### src/rtl/tmr_chan_pkg.sv
package tmr_chan_pkg;
  localparam int SC_W    = 8;
  localparam int B_FLAG  = 7;
  localparam int B_IE    = 6;
  localparam int B_MB    = 5;
  localparam int B_MA    = 4;
  localparam int B_EL_HI = 3;
  localparam int B_EL_LO = 2;

  typedef enum logic [1:0] {
    MD_CAPT = 2'd0,
    MD_CMP  = 2'd1,
    MD_EPWM = 2'd2,
    MD_CPWM = 2'd3
  } chan_mode_e;

  function automatic chan_mode_e mode_decode(input logic center, input logic mb, input logic ma);
    if (center)  return MD_CPWM;
    else if (mb) return MD_EPWM;
    else if (ma) return MD_CMP;
    else         return MD_CAPT;
  endfunction
endpackage

### src/rtl/tmr_chan_sync.sv
module tmr_chan_sync #(
  parameter int STAGES = 2
) (
  input  logic clk,
  input  logic rst,
  input  logic pin_in,
  output logic rise,
  output logic fall
);
  logic [STAGES:0] sh;

  for (genvar i = 0; i <= STAGES; i++) begin : g_stage
    if (i == 0) begin : g_first
      always_ff @(posedge clk) begin
        if (rst) sh[0] <= 1'b0;
        else     sh[0] <= pin_in;
      end
    end else begin : g_next
      always_ff @(posedge clk) begin
        if (rst) sh[i] <= 1'b0;
        else     sh[i] <= sh[i-1];
      end
    end
  end

  assign rise = sh[STAGES-1] & ~sh[STAGES];
  assign fall = ~sh[STAGES-1] & sh[STAGES];
endmodule

### src/rtl/tmr_chan_flag.sv
module tmr_chan_flag (
  input  logic clk,
  input  logic rst,
  input  logic ev,
  input  logic rd,
  input  logic wr,
  input  logic wbit,
  output logic flag,
  output logic flag_d,
  output logic armed
);
  logic armed_d;

  always_comb begin
    flag_d  = flag;
    armed_d = armed;
    if (ev) begin
      flag_d  = 1'b1;
      armed_d = 1'b0;
    end else if (wr) begin
      if (armed && !wbit) flag_d = 1'b0;
      armed_d = 1'b0;
    end else if (rd && flag) begin
      armed_d = 1'b1;
    end
  end

  always_ff @(posedge clk) begin
    if (rst) begin
      flag  <= 1'b0;
      armed <= 1'b0;
    end else begin
      flag  <= flag_d;
      armed <= armed_d;
    end
  end
endmodule

### src/rtl/tmr_chan_out.sv
module tmr_chan_out
  import tmr_chan_pkg::*;
(
  input  logic       clk,
  input  logic       rst,
  input  chan_mode_e mode,
  input  logic [1:0] els,
  input  logic       match,
  input  logic       below,
  output logic       pin_out
);
  always_ff @(posedge clk) begin
    if (rst) begin
      pin_out <= 1'b0;
    end else if (els != 2'b00) begin
      unique case (mode)
        MD_CMP: begin
          if (match) begin
            unique case (els)
              2'b01:   pin_out <= ~pin_out;
              2'b10:   pin_out <= 1'b0;
              default: pin_out <= 1'b1;
            endcase
          end
        end
        MD_EPWM, MD_CPWM: pin_out <= els[0] ? ~below : below;
        default: pin_out <= pin_out;
      endcase
    end
  end
endmodule

### src/rtl/tmr_chan.sv
module tmr_chan
  import tmr_chan_pkg::*;
#(
  parameter int CNT_W       = 8,
  parameter int SYNC_STAGES = 2
) (
  input  logic             clk,
  input  logic             rst,
  input  logic [CNT_W-1:0] cnt_val,
  input  logic [CNT_W-1:0] cnt_period,
  input  logic             center_sel,
  input  logic             sc_rd,
  input  logic             sc_wr,
  input  logic [SC_W-1:0]  sc_wdata,
  output logic [SC_W-1:0]  sc_rdata,
  input  logic             val_wr,
  input  logic [CNT_W-1:0] val_wdata,
  output logic [CNT_W-1:0] val_rdata,
  input  logic             pin_in,
  output logic             pin_out,
  output logic             pin_own,
  output logic             irq
);
  logic             ie_q, mb_q, ma_q;
  logic [1:0]       els_q;
  logic [CNT_W-1:0] val_q;
  logic             flag, flag_d, armed;
  logic             rise, fall;
  logic             match, below, pwm_mode, duty_edge;
  logic             cap_ev, cmp_ev, ev;
  logic             ie_d;
  logic             sc_unused;
  chan_mode_e       mode;

  assign sc_unused = ^sc_wdata[1:0];

  assign mode      = mode_decode(center_sel, mb_q, ma_q);
  assign pwm_mode  = (mode == MD_EPWM) || (mode == MD_CPWM);
  assign match     = (cnt_val == val_q);
  assign below     = (cnt_val < val_q);
  assign duty_edge = (val_q == '0) || (val_q > cnt_period);
  assign cap_ev    = (mode == MD_CAPT) && ((els_q[0] && rise) || (els_q[1] && fall));
  assign cmp_ev    = (mode != MD_CAPT) && match && !(pwm_mode && duty_edge);
  assign ev        = cap_ev || cmp_ev;

  tmr_chan_sync #(.STAGES(SYNC_STAGES)) u_sync (
    .clk(clk), .rst(rst), .pin_in(pin_in), .rise(rise), .fall(fall)
  );

  tmr_chan_flag u_flag (
    .clk(clk), .rst(rst), .ev(ev), .rd(sc_rd), .wr(sc_wr),
    .wbit(sc_wdata[B_FLAG]), .flag(flag), .flag_d(flag_d), .armed(armed)
  );

  tmr_chan_out u_out (
    .clk(clk), .rst(rst), .mode(mode), .els(els_q),
    .match(match), .below(below), .pin_out(pin_out)
  );

  assign ie_d = sc_wr ? sc_wdata[B_IE] : ie_q;

  always_ff @(posedge clk) begin
    if (rst) begin
      ie_q  <= 1'b0;
      mb_q  <= 1'b0;
      ma_q  <= 1'b0;
      els_q <= 2'b00;
      irq   <= 1'b0;
    end else begin
      ie_q <= ie_d;
      irq  <= flag_d && ie_d;
      if (sc_wr) begin
        mb_q  <= sc_wdata[B_MB];
        ma_q  <= sc_wdata[B_MA];
        els_q <= sc_wdata[B_EL_HI:B_EL_LO];
      end
    end
  end

  always_ff @(posedge clk) begin
    if (rst)         val_q <= '0;
    else if (cap_ev) val_q <= cnt_val;
    else if (val_wr) val_q <= val_wdata;
  end

  assign sc_rdata  = {flag, ie_q, mb_q, ma_q, els_q, 2'b00};
  assign val_rdata = val_q;
  assign pin_own   = |els_q;
endmodule

### config.mk
export PLATFORM = sky130hd
export DESIGN_NAME = tmr_chan
export DESIGN_NICKNAME = d
export VERILOG_FILES = /design/src/rtl/tmr_chan_pkg.sv /design/src/rtl/tmr_chan_sync.sv /design/src/rtl/tmr_chan_flag.sv /design/src/rtl/tmr_chan_out.sv /design/src/rtl/tmr_chan.sv
export SDC_FILE = /design/constraint.sdc
export NUM_CORES = 1
export LEC_CHECK = 0
export BUFFER_PORTS_ARGS = -buffer_cell sky130_fd_sc_hd__buf_2
export CORE_ASPECT_RATIO = 1.4
export CORE_UTILIZATION = 45
export CTS_CLUSTER_DIAMETER = 80
export DETAILED_ROUTE_END_ITERATION = 6
export PLACE_DENSITY = 0.76
export SETUP_SLACK_MARGIN = 0.02
export SLEW_MARGIN = 20
export SYNTH_ARGS = -nofsm -noshare
export SYNTH_HDL_FRONTEND = slang
export SYNTH_HIERARCHICAL = 1
export SYNTH_SLANG_ARGS = --single-unit
### constraint.sdc
create_clock -name clk -period 2 [get_ports clk]
set_input_delay 0 -clock clk [delete_from_list [all_inputs] [get_ports clk]]
set_output_delay 0 -clock clk [all_outputs]
set_load 0.03 [all_outputs]
=== Word level (Yosys, flattened, before mapping) ===
Cells that the tools add are included.

* Memories kept: 0
* Register bits: 20
* ROM bits: 0
* Bits of input ports: 39
* Output and inout port bits: 19
* Latch bits: 0
* Memory bits (writable): 0
* Logic and storage cells: 65

* Magnitude comparators: 2
* Bitwise gates (word level): 6
* Divide/modulo/power cells: 0
* Multipliers: 0
* Eq/ne operators: 7
* Multiplexer cells: 13
* Shifts and indexed selects: 0
* Reductions and logical operators: 25
* $add $sub $neg: 0

{| class="wikitable"
|+ Operator list
! operator !! number
|-
| $mux W8 || 2
|-
| $logic_and A1 B1 Y1 || 9
|-
| $eq A8 B8 Y1 || 1
|-
| $gt A8 B8 Y1 || 1
|-
| $logic_not A8 Y1 || 1
|-
| $lt A8 B8 Y1 || 1
|-
| $reduce_bool A2 Y1 || 4
|-
| $mux W1 || 7
|-
| $eq A2 B2 Y1 const B || 3
|-
| $eq A2 B1 Y1 const B || 2
|-
| $logic_or A1 B1 Y1 || 4
|-
| $mux W2 || 2
|-
| $not A1 Y1 || 4
|-
| $pmux W1 S2 || 2
|-
| $reduce_or A2 Y1 || 2
|-
| $reduce_and A3 Y1 || 1
|-
| $reduce_or A3 Y1 || 1
|-
| $and A1 B1 Y1 || 2
|-
| $logic_not A1 Y1 || 2
|-
| $logic_not A2 Y1 || 1
|-
| $ne A2 B2 Y1 const B || 1
|}

=== Logic depth before layout (Yosys ltp) ===
Gate-level depths: netlist of the first run.

* Word-level depth: 11
* Mapped depth: 10
* Mapped depth without buffers: 10

=== Hierarchy ===
Netlist of the first run, hierarchy kept.

{| class="wikitable"
|+ By module, submodules not included
! module !! area an instance (µm²) !! seq. area each (µm²) !! times used !! cells an instance
|-
| tmr_chan || 1088.5 || 280.3 || 1 || 131
|-
| tmr_chan_sync || 91.3 || 60.1 || 1 || 8
|-
| tmr_chan_flag || 88.8 || 40.0 || 1 || 8
|-
| tmr_chan_out || 80.1 || 20.0 || 1 || 11
|}

=== Least setup slack after synthesis of the first run ===
Ideal clock, no wire load.

* Kind: flip-flop to flip-flop
* From: register val_q[5], in the netlist val_rdata[5]
* To: register u_out.pin_out
* Setup slack: 0.046 ns
* Library setup time: 0.079 ns
* Data required time: 1.921 ns
* Stages on the path, launching flop included: 10
* Arrival time: 1.875 ns
* Period minus slack after synthesis: 1.954 ns
* Path buffers: 0
* Cells stage by stage: dfxtp_1 > inv_1 > ha_1 > a21o_1 > a21o_1 > a21oi_1 > o21a_1 > xor2_1 > a21oi_1 > a211oi_2

* Longest elaborated chain between the ends: 4
* Elaborated cells between the ends (all ways): 7
* Those cells by class: order compare: 1; eq/ne: 2; mux: 2; bitwise: 1; reduce/logical: 1

{| class="wikitable"
|+ RTL lines
! element !! line !! text
|-
| from (decl) || tmr_chan.sv:26 || <nowiki>logic [CNT_W-1:0] val_q;</nowiki>
|-
| from (signal assigned) || tmr_chan.sv:82 || <nowiki>else if (cap_ev) val_q <= cnt_val;</nowiki>
|-
| from (signal assigned) || tmr_chan.sv:83 || <nowiki>else if (val_wr) val_q <= val_wdata;</nowiki>
|-
| $lt A8 B8 Y1 (*) || tmr_chan.sv:40 || <nowiki>assign below = (cnt_val < val_q);</nowiki>
|-
| net below || tmr_chan.sv:29 || <nowiki>logic match, below, pwm_mode, duty_edge;</nowiki>
|-
| $not A1 Y1 || tmr_chan_out.sv:26 || <nowiki>MD_EPWM, MD_CPWM: pin_out <= els[0] ? ~below : below;</nowiki>
|-
| $mux W1 (*) || tmr_chan_out.sv:26 ||
|-
| $pmux W1 S2 (*) || tmr_chan_out.sv:16 || <nowiki>unique case (mode)</nowiki>
|-
| to (signal assigned) || tmr_chan_out.sv:20 || <nowiki>2'b01: pin_out <= ~pin_out;</nowiki>
|-
| to (signal assigned) || tmr_chan_out.sv:26 ||
|-
| to (signal assigned) || tmr_chan_out.sv:27 || <nowiki>default: pin_out <= pin_out;</nowiki>
|-
| to (decl) || tmr_chan_out.sv:10 || <nowiki>output logic pin_out</nowiki>
|}

Mark *: on every way through the listed nets, which the timed path passes. The rest lies on a longest branch.
A chain may end at the register's enable or synchronous reset.

=== Final worst setup path of the first run ===
* From: register val_q[0], in the netlist val_rdata[0]
* To: register irq

* Longest elaborated chain between the ends: 8
* Elaborated cells between the ends (all ways): 11
* Those cells by class: order compare: 1; eq/ne: 1; mux: 1; reduce/logical: 8

{| class="wikitable"
|+ RTL lines
! element !! line !! text
|-
| $gt A8 B8 Y1 or $logic_not A8 Y1 (tied branches) || tmr_chan.sv:41 || <nowiki>assign duty_edge = (val_q == '0) || (val_q > cnt_period);</nowiki>
|-
| $logic_or A1 B1 Y1 || tmr_chan.sv:41 ||
|-
| $logic_and A1 B1 Y1 || tmr_chan.sv:43 || <nowiki>assign cmp_ev = (mode != MD_CAPT) && match && !(pwm_mode && duty_edge);</nowiki>
|-
| $logic_not A1 Y1 || tmr_chan.sv:43 ||
|-
| $logic_and A1 B1 Y1 (*) || tmr_chan.sv:43 ||
|-
| $logic_or A1 B1 Y1 (*) || tmr_chan.sv:44 || <nowiki>assign ev = cap_ev || cmp_ev;</nowiki>
|-
| net ev || tmr_chan.sv:30 || <nowiki>logic cap_ev, cmp_ev, ev;</nowiki>
|-
| $mux W1 (*) || tmr_chan_flag.sv:17 || <nowiki>if (ev) begin</nowiki>
|-
| net flag_d || tmr_chan.sv:27 || <nowiki>logic flag, flag_d, armed;</nowiki>
|-
| $logic_and A1 B1 Y1 (*) || tmr_chan.sv:71 || <nowiki>irq <= flag_d && ie_d;</nowiki>
|-
| to (signal assigned) || tmr_chan.sv:71 ||
|-
| to (decl) || tmr_chan.sv:22 || <nowiki>output logic irq</nowiki>
|}

Marks and branches as above.

==> impl_results.md, run 1 <==
* Data arrival time of the critical path at 2.02 ns
* TritonCTS clock tree: yes
* Endpoint class of the critical path: flip-flop
* Tmin final at 1.85 ns
* Initial Util at 0.473
* Maximum number of pins on one net before global-route repair at 20
* Placer Congestion at 0.772
* Final setup skew at 0.00491 ns
* Total of fill cells in the finished design at 248
* Worst skew pair latency at 0.26 ns
* DRC viols at 0
* Internal power component at 0.808 mW
* Number of core rows at 23
* Top fanout value on the critical path at 5
* TritonCTS buffer count at 3
* Setup repair after global routing missed its margin: true
* Top cell type by total area after synthesis: sky130_fd_sc_hd__dfxtp_1
* Vias in the first global route at 1132
* Top cell type's share of synthesized area at 0.297
* Final-report setup violation count at 0
* Data required time at the worst endpoint at 2.16 ns
* Per-cell routed wire length at 12.1 um
* Via count at 1278
* Placeable Area at 2850 um2
* TNS Setup at 0 ns
* Final period util at 0.927
* Class of the most critical hold timing path: in -> reg
* Initial antenna violation count at 0
* Post-synth design cell area at 1350 um2
* Net switching power of the design at 0.316 mW
* Reported max-cap violation count at 0
* Clock slew at reported path FFs at 0.08 ns
* Static leakage power at 0.890 nW
* Worst Hold Slack at -0.000239 ns
* Mean area per synthesized cell at 8.54 um2
* FFs w/ async S/R, synth at 0
* Clock sink count at 20
* Sequential share of power at 0.396
* Count of buffers inserted at the top-level ports at 53
* Final core utilization at 0.616
* Max Slew Vio Count at 0
* First-pass GRT wire length at 4560 um
* Portion of total power attributed to combinational logic at 0.241
* Number of diodes added for antenna fixing at 0
* Worst slew margin at 0.640
* Clock power share at 0.363
* Violated checks: negative hold slack
* Number of levels the H-tree was split into at 1
* Global-route usage over all layers at 0.199
* Layout cell share with drive strength beyond 1 at 0.355
* Relative area change from synthesis to final layout at 30.1%
* Post-synthesis sequential area ratio at 0.297
* Area of all placed cells without fillers at 1750 um2
* Number of synthesized register bits at 20
* Top cells by area in the synthesized netlist: sky130_fd_sc_hd__dfxtp_1 30%, sky130_fd_sc_hd__ha_1 15%, sky130_fd_sc_hd__mux2i_1 9.6%
* Status: finished with violations
* Primary flip-flop cell chosen by synthesis mapping: sky130_fd_sc_hd__dfxtp_1
* Category of the critical setup timing path: reg -> reg
* Slew of the pin with the lowest slew margin at 0.540 ns
* Switching share of total power at 0.281
* Cells after Synth at 158
* Starting DRC count in detailed routing at 15
* Power density of the placed cells at 640 nW/um2
* Max IR drop VDD at 0.696 mV
* Cell at the root of the clock tree: sky130_fd_sc_hd__clkbuf_8
* EDFF count, synth at 0
* Final Hold Vio Count at 1
* Post-detail-place hpwl at 2260 um
* Count of synthesis-stage warnings from yosys at 6
* Die Span Y at 66.8 um
* Number of nets with antenna violations after detailed routing at 0
* DR pass1 iterations at 4
* Highest achievable clock rate at 539 MHz
* Count of boundary I/O pins at 58
* Crit path launch type: flip-flop
* Number of unique standard cell types used by synthesis at 33
* Overall power after layout at 1.12 mW
* Routed wire length at 2990 um
* Clock Tree Buf Depth at 2
* Horizontal extent of the die at 48.3 um
* Fin nets at 267
* Global route total overflow at 0
* Vias per cell at 5.15
* Die Footprint at 3220 um2
* Placed instance area at 1590 um2
[cells by family after synthesis]
family                   Yosys count  share of synthesized area
adder cells (fa/ha/maj)           16                      0.148
other                              1                    0.00278
multiplexers                      13                     0.0965
XOR/XNOR                           1                    0.00649
buffers and inverters             30                      0.111
AO/OA/AOI/OAI                     32                      0.158
flip-flops                        20                      0.297
AND/OR/NAND/NOR                   45                      0.180
[layout by cell type (no fill, tap or decap), drive strengths merged]
cell type and n:
and2 1, xor2 1, nor2b 7, a21o 3, nand3 1, inv 19
dlygate4sd3 5, clkbuf 3, a22oi 1, nand4 4, a21oi 11, o21a 1
or2 2, mux2i 13, a211oi 9, nor2 20, a31o 1, nor3 1
or3 1, nand2b 1, ha 16, buf 54, o21ai 5, o2bb2ai 1
nor4bb 1, conb 2, nand2 3, nor4 3, bufinv 1, dfxtp 20
[state kept, by name (all words and copies together) (netlist names)]
| name | flops |
|---|---|
| val_rdata | 8 |
| u_sync/sh | 3 |
| els_q | 2 |
| ie_q | 1 |
| irq | 1 |
| ma_q | 1 |
| mb_q | 1 |
| u_flag/armed | 1 |
| u_flag/flag | 1 |
| u_out/pin_out | 1 |
[critical path: stages, from the launching register on]
cell,delay (ns)
sky130_fd_sc_hd__dfxtp_1,0.42
sky130_fd_sc_hd__inv_1,0.06
sky130_fd_sc_hd__ha_1,0.17
sky130_fd_sc_hd__inv_1,0.05
sky130_fd_sc_hd__a21oi_1,0.05
sky130_fd_sc_hd__o21ai_0,0.22
sky130_fd_sc_hd__a21oi_1,0.12
sky130_fd_sc_hd__o2bb2ai_2,0.17
sky130_fd_sc_hd__nor4bb_4,0.28
sky130_fd_sc_hd__nor2_1,0.07
sky130_fd_sc_hd__and2_1,0.13
[Yosys cell counts (2+ instances only)]
master,count
sky130_fd_sc_hd__dfxtp_1,20
sky130_fd_sc_hd__a21o_1,3
sky130_fd_sc_hd__nor4_1,3
sky130_fd_sc_hd__nand4_1,4
sky130_fd_sc_hd__inv_1,19
sky130_fd_sc_hd__buf_4,6
sky130_fd_sc_hd__a21oi_1,11
sky130_fd_sc_hd__ha_1,16
sky130_fd_sc_hd__a211oi_1,7
sky130_fd_sc_hd__mux2i_1,13
sky130_fd_sc_hd__o21ai_0,4
sky130_fd_sc_hd__nand2_1,3
sky130_fd_sc_hd__nor2b_1,7
sky130_fd_sc_hd__nor2_1,20
sky130_fd_sc_hd__buf_1,2
sky130_fd_sc_hd__buf_6,2
sky130_fd_sc_hd__a211oi_2,2
[layout make-up]
class	instances	area [um2]	share of cell area
Sequential cell	20	412	0.235
Tap cell	37	46.3	0.0264
Multi-Input combinational cell	109	831	0.474
Clock inverter	1	30.0	0.0171
Inverter	19	71.3	0.0407
Clock buffer	3	41.3	0.0235
Timing Repair Buffer	59	323	0.184
[metrics by stage]
| step | hold WS, ns | std cells | setup WS [ns] |
|---|---|---|---|
| 2_1_floorplan | 0.0716 | 159 | 0.0459 |
| 3_3_place_gp | 0.205 | 239 | 0.0842 |
| 3_5_place_dp | 0.217 | 239 | 0.0838 |
| 4_1_cts | 0.00213 | 248 | 0.0514 |
| 5_1_grt | 0.0125 | 248 | 0.00626 |
| 6_report | -0.000239 | 248 | 0.146 |
[worst paths after layout]
path | depth (start not counted) | slack [ns] | endpoint | startpoint
worst max-delay path | 10 | 0.15 | irq | val_rdata[0]
worst min register to register | 1 | 0.45 | u_sync/sh[1] | u_sync/sh[0]
worst min-delay path | 3 | -0.0002 | ie_q | sc_wdata[6]
worst max register to register | 10 | 0.15 | irq | val_rdata[0]
[power by group through the flow]
stage	Sequential [mW]	Clock, mW	Combinational, mW
6_report	0.445	0.407	0.271
4_1_cts	0.444	0.416	0.264
3_5_place_dp	0.453	0	0.255
5_1_grt	0.449	0.434	0.306
3_3_place_gp	0.453	0	0.248
2_1_floorplan	0.476	0	0.151
[timing repair]
action	CTS	global route
hold buffers	5	0
setup buffers	0	0
setup endpoints to repair	0	4
endpoints found under the hold margin	5	0
gates resized for setup	0	14
[layer usage]
metal / wire length, um / vias up / global-route usage
met4: 68 / 0 / 0.104
met1: 1280 / 580 / 0.214
met5: 0 / - / 0
met2: 1530 / 47 / 0.345
li1: - / 643 / -
met3: 121 / 8 / 0.0379
Note: power is estimated with default switching activity, not from simulation.
==> run 2, diff against run 1 <==
- CORE_ASPECT_RATIO: 1.4 -> 1.75
- CTS_BUF_LIST: not set -> sky130_fd_sc_hd__clkbuf_4
==> impl_results.md, run 2 (synthesized netlist as in run 1, its figures left out) <==
* Status: finished with violations
* Violated checks: design-rule violations
* Horizontal extent of the die at 43.4 um (-10%)
* Final setup skew at 0.00154 ns (-0.00337 ns)
* Final Worst Setup Slack at 0.173 ns (+0.0269 ns)
* Initial antenna violation count at 0 (unchanged)
* Count of boundary I/O pins at 58 (unchanged)
* Vias per cell at 5.11 (-0.76%)
* Per-cell routed wire length at 11.7 um (-2.8%)
* Category of the critical setup timing path: reg -> reg
* Vias in the first global route at 1258 (+11%)
* Reported max-cap violation count at 0 (unchanged)
* TritonCTS buffer count at 3 (unchanged)
* Number of stages on the worst setup path at 9 (-1)
* Global-route usage over all layers at 0.196 (-0.00304)
* Fin nets at 275 (+3.0%)
* Count of buffers inserted at the top-level ports at 53 (unchanged)
* Power density of the placed cells at 588 nW/um2 (-8.2%)
* Worst setup slack before clock tree synthesis at 0.0756 ns (-0.00815 ns)
* Critical path destination: u_out/pin_out
* Portion of total power attributed to combinational logic at 0.261 (+0.020)
* Placed Cells incl. Taps at 229 (-4.2%)
* Starting DRC count in detailed routing at 28 (+13)
* Length in cells of the worst reg-to-reg path at 9 (-1)
* Internal power component at 0.750 mW (-7.2%)
* Clock power share at 0.315 (-0.048)
* Switching share of total power at 0.284 (+0.00343)
* Sequential share of power at 0.424 (+0.028)
* Post-detail-place hpwl at 2270 um (+0.26%)
* Die Span Y at 74.4 um (+11%)
* Max FFs per register at 8 (unchanged)
* Maximum number of pins on one net before global-route repair at 20 (unchanged)
* Ordered cell list for the critical path: inv_1 > ha_1 > a21o_1 > a21o_1 > a21oi_1 > o21a_1 > xor2_1 > a21oi_1 > a211oi_2
* Via count at 1258 (-1.6%)
* Commonest non-fill, non-tap cells in the layout: 53 x sky130_fd_sc_hd__buf_2, 19 x sky130_fd_sc_hd__inv_1, 19 x sky130_fd_sc_hd__nor2_1
* Final Hold Vio Count at 0 (-1)
* Placeable Area at 2780 um2 (-2.3%)
* Total of fill cells in the finished design at 261 (+5.2%)
* Final period util at 0.914 (-0.0135)
* Post-CTS repair timing setup buffer count at 0 (unchanged)
* Endpoint class of the critical path: flip-flop
* Top fanout value on the critical path at 5 (unchanged)
* Max IR drop VDD at 0.538 mV (-23%)
* Terminus of the critical flop-to-flop path: u_out/pin_out
* Data arrival time of the critical path at 2.06 ns (+0.04 ns)
* Number of standard cells in the final layout excluding fillers at 246 (-0.81%)
* Global route total overflow at 0 (unchanged)
* Die Footprint at 3230 um2 (+0.17%)
* Area of the multi-input gates at 811 um2 (-2.4%)
* Worst path max stage delay at 0.38 ns (-0.04 ns)
* Clock slew at reported path FFs at 0.12 ns (+0.04 ns)
* Worst skew pair latency at 0.30 ns (+0.04 ns)
* Max Slew Vio Count at 0 (unchanged)
* Critical Path Start: val_rdata[5]
* First-pass GRT wire length at 4840 um (+6.2%)
* Slew of the pin with the lowest slew margin at 0.521 ns (-0.0192 ns)
* Layout cell share with drive strength beyond 1 at 0.324 (-0.0312)
* Clock sink count at 20 (unchanged)
* Setup repair after global routing missed its margin: true
* Slowest cell on crit path: sky130_fd_sc_hd__dfxtp_2
* Data required time at the worst endpoint at 2.23 ns (+0.07 ns)
* Buffers and inverters on the worst path at 1 (-1)
* Slack of the worst reg-to-reg path at 0.17 ns (+0.03 ns)
* Placer Congestion at 0.781 (+1.2%)
* Final-report setup violation count at 0 (unchanged)
* Number of core rows at 25 (+8.7%)
* Area occupied by registers at 410 um2 (-0.30%)
* Number of levels the H-tree was split into at 1 (unchanged)
* Class of the most critical hold timing path: in -> reg
* Number of nets with antenna violations after detailed routing at 0 (unchanged)
* Static leakage power at 0.914 nW (+2.8%)
* Cell at the root of the clock tree: sky130_fd_sc_hd__clkbuf_4
* Most common cell after layout, fill and taps aside: sky130_fd_sc_hd__buf_2
* Worst slew margin at 0.653 (+0.0128)
* DR pass1 iterations at 6 (+2)
* Number of diodes added for antenna fixing at 0 (unchanged)
* Net switching power of the design at 0.298 mW (-5.7%)
* Tmin final at 1.83 ns (-0.0269 ns)
* DRC viols at 6 (+6)
* TNS Setup at 0 ns (unchanged)
* Highest achievable clock rate at 547 MHz (+1.5%)
* TritonCTS clock tree: yes
* Clock Tree Buf Depth at 2 (unchanged)
* Routed wire length at 2890 um (-3.5%)
* Crit path launch type: flip-flop
* Relative area change from synthesis to final layout at 32.1%
* Crit Reg-Reg Startpoint: val_rdata[5]
* Cell class contributing the biggest share of worst-path delay: compound AO/OA/AOI/OAI gates
* Initial Util at 0.484 (+0.0111)
## run 2: tightest hold or removal path, stage by stage
cell	delay (ns)
sky130_fd_sc_hd__buf_2	0.09
sky130_fd_sc_hd__a21oi_1	0.13
sky130_fd_sc_hd__nor4_1	0.05
## run 2: area by class of cell
class | instances | share of cell area
Clock buffer | 3 | 0.0126
Clock inverter | 1 | 0.0169
Inverter | 19 | 0.0400
Multi-Input combinational cell | 109 | 0.455
Sequential cell | 20 | 0.230
Tap cell | 27 | 0.0190
Timing Repair Buffer | 67 | 0.226
## run 2: layer usage
metal,GRT usage,vias to the layer above,routed length (um)
li1,-,660,-
met4,0.101,0,23
met1,0.187,566,1170
met3,0.0243,2,119
met2,0.392,30,1580
met5,0,-,0
## run 2: through the flow
stage          area [um2]  hold WS [ns]  power, mW   util
4_1_cts              1760       0.00451       1.06  0.633
5_1_grt              1780       0.00293       1.11  0.640
3_3_place_gp         1580         0.214      0.701  0.568
2_1_floorplan        1350        0.0716      0.627      -
3_5_place_dp         1580         0.225      0.706  0.568
6_report             1780        0.0117       1.05  0.640
## run 2: what timing repair did
action	4_1_cts	5_1_grt
endpoints found under the setup margin	0	3
endpoints found under the hold margin	13	0
resized for setup	0	10
hold buffers	13	0
## run 2: power groups by stage
| stage | Clock, mW | Sequential (mW) | Combinational, mW |
|---|---|---|---|
| after floorplan | 0 | 0.476 | 0.151 |
| after global placement | 0 | 0.453 | 0.248 |
| after detailed placement | 0 | 0.454 | 0.253 |
| after CTS | 0.338 | 0.444 | 0.273 |
| after global routing | 0.353 | 0.449 | 0.305 |
| final | 0.330 | 0.444 | 0.273 |
## run 2: worst min path at each step
stage | startpoint | endpoint | cells after the start | slack [ns]
2_1_floorplan | rst | u_sync/sh[0] | 1 | 0.07
3_3_place_gp | pin_in | u_sync/sh[0] | 2 | 0.21
3_5_place_dp | pin_in | u_sync/sh[0] | 2 | 0.22
4_1_cts | sc_rd | u_flag/armed | 3 | 0.005
5_1_grt | sc_rd | u_flag/armed | 3 | 0.003
6_report | sc_rd | u_flag/armed | 3 | 0.01
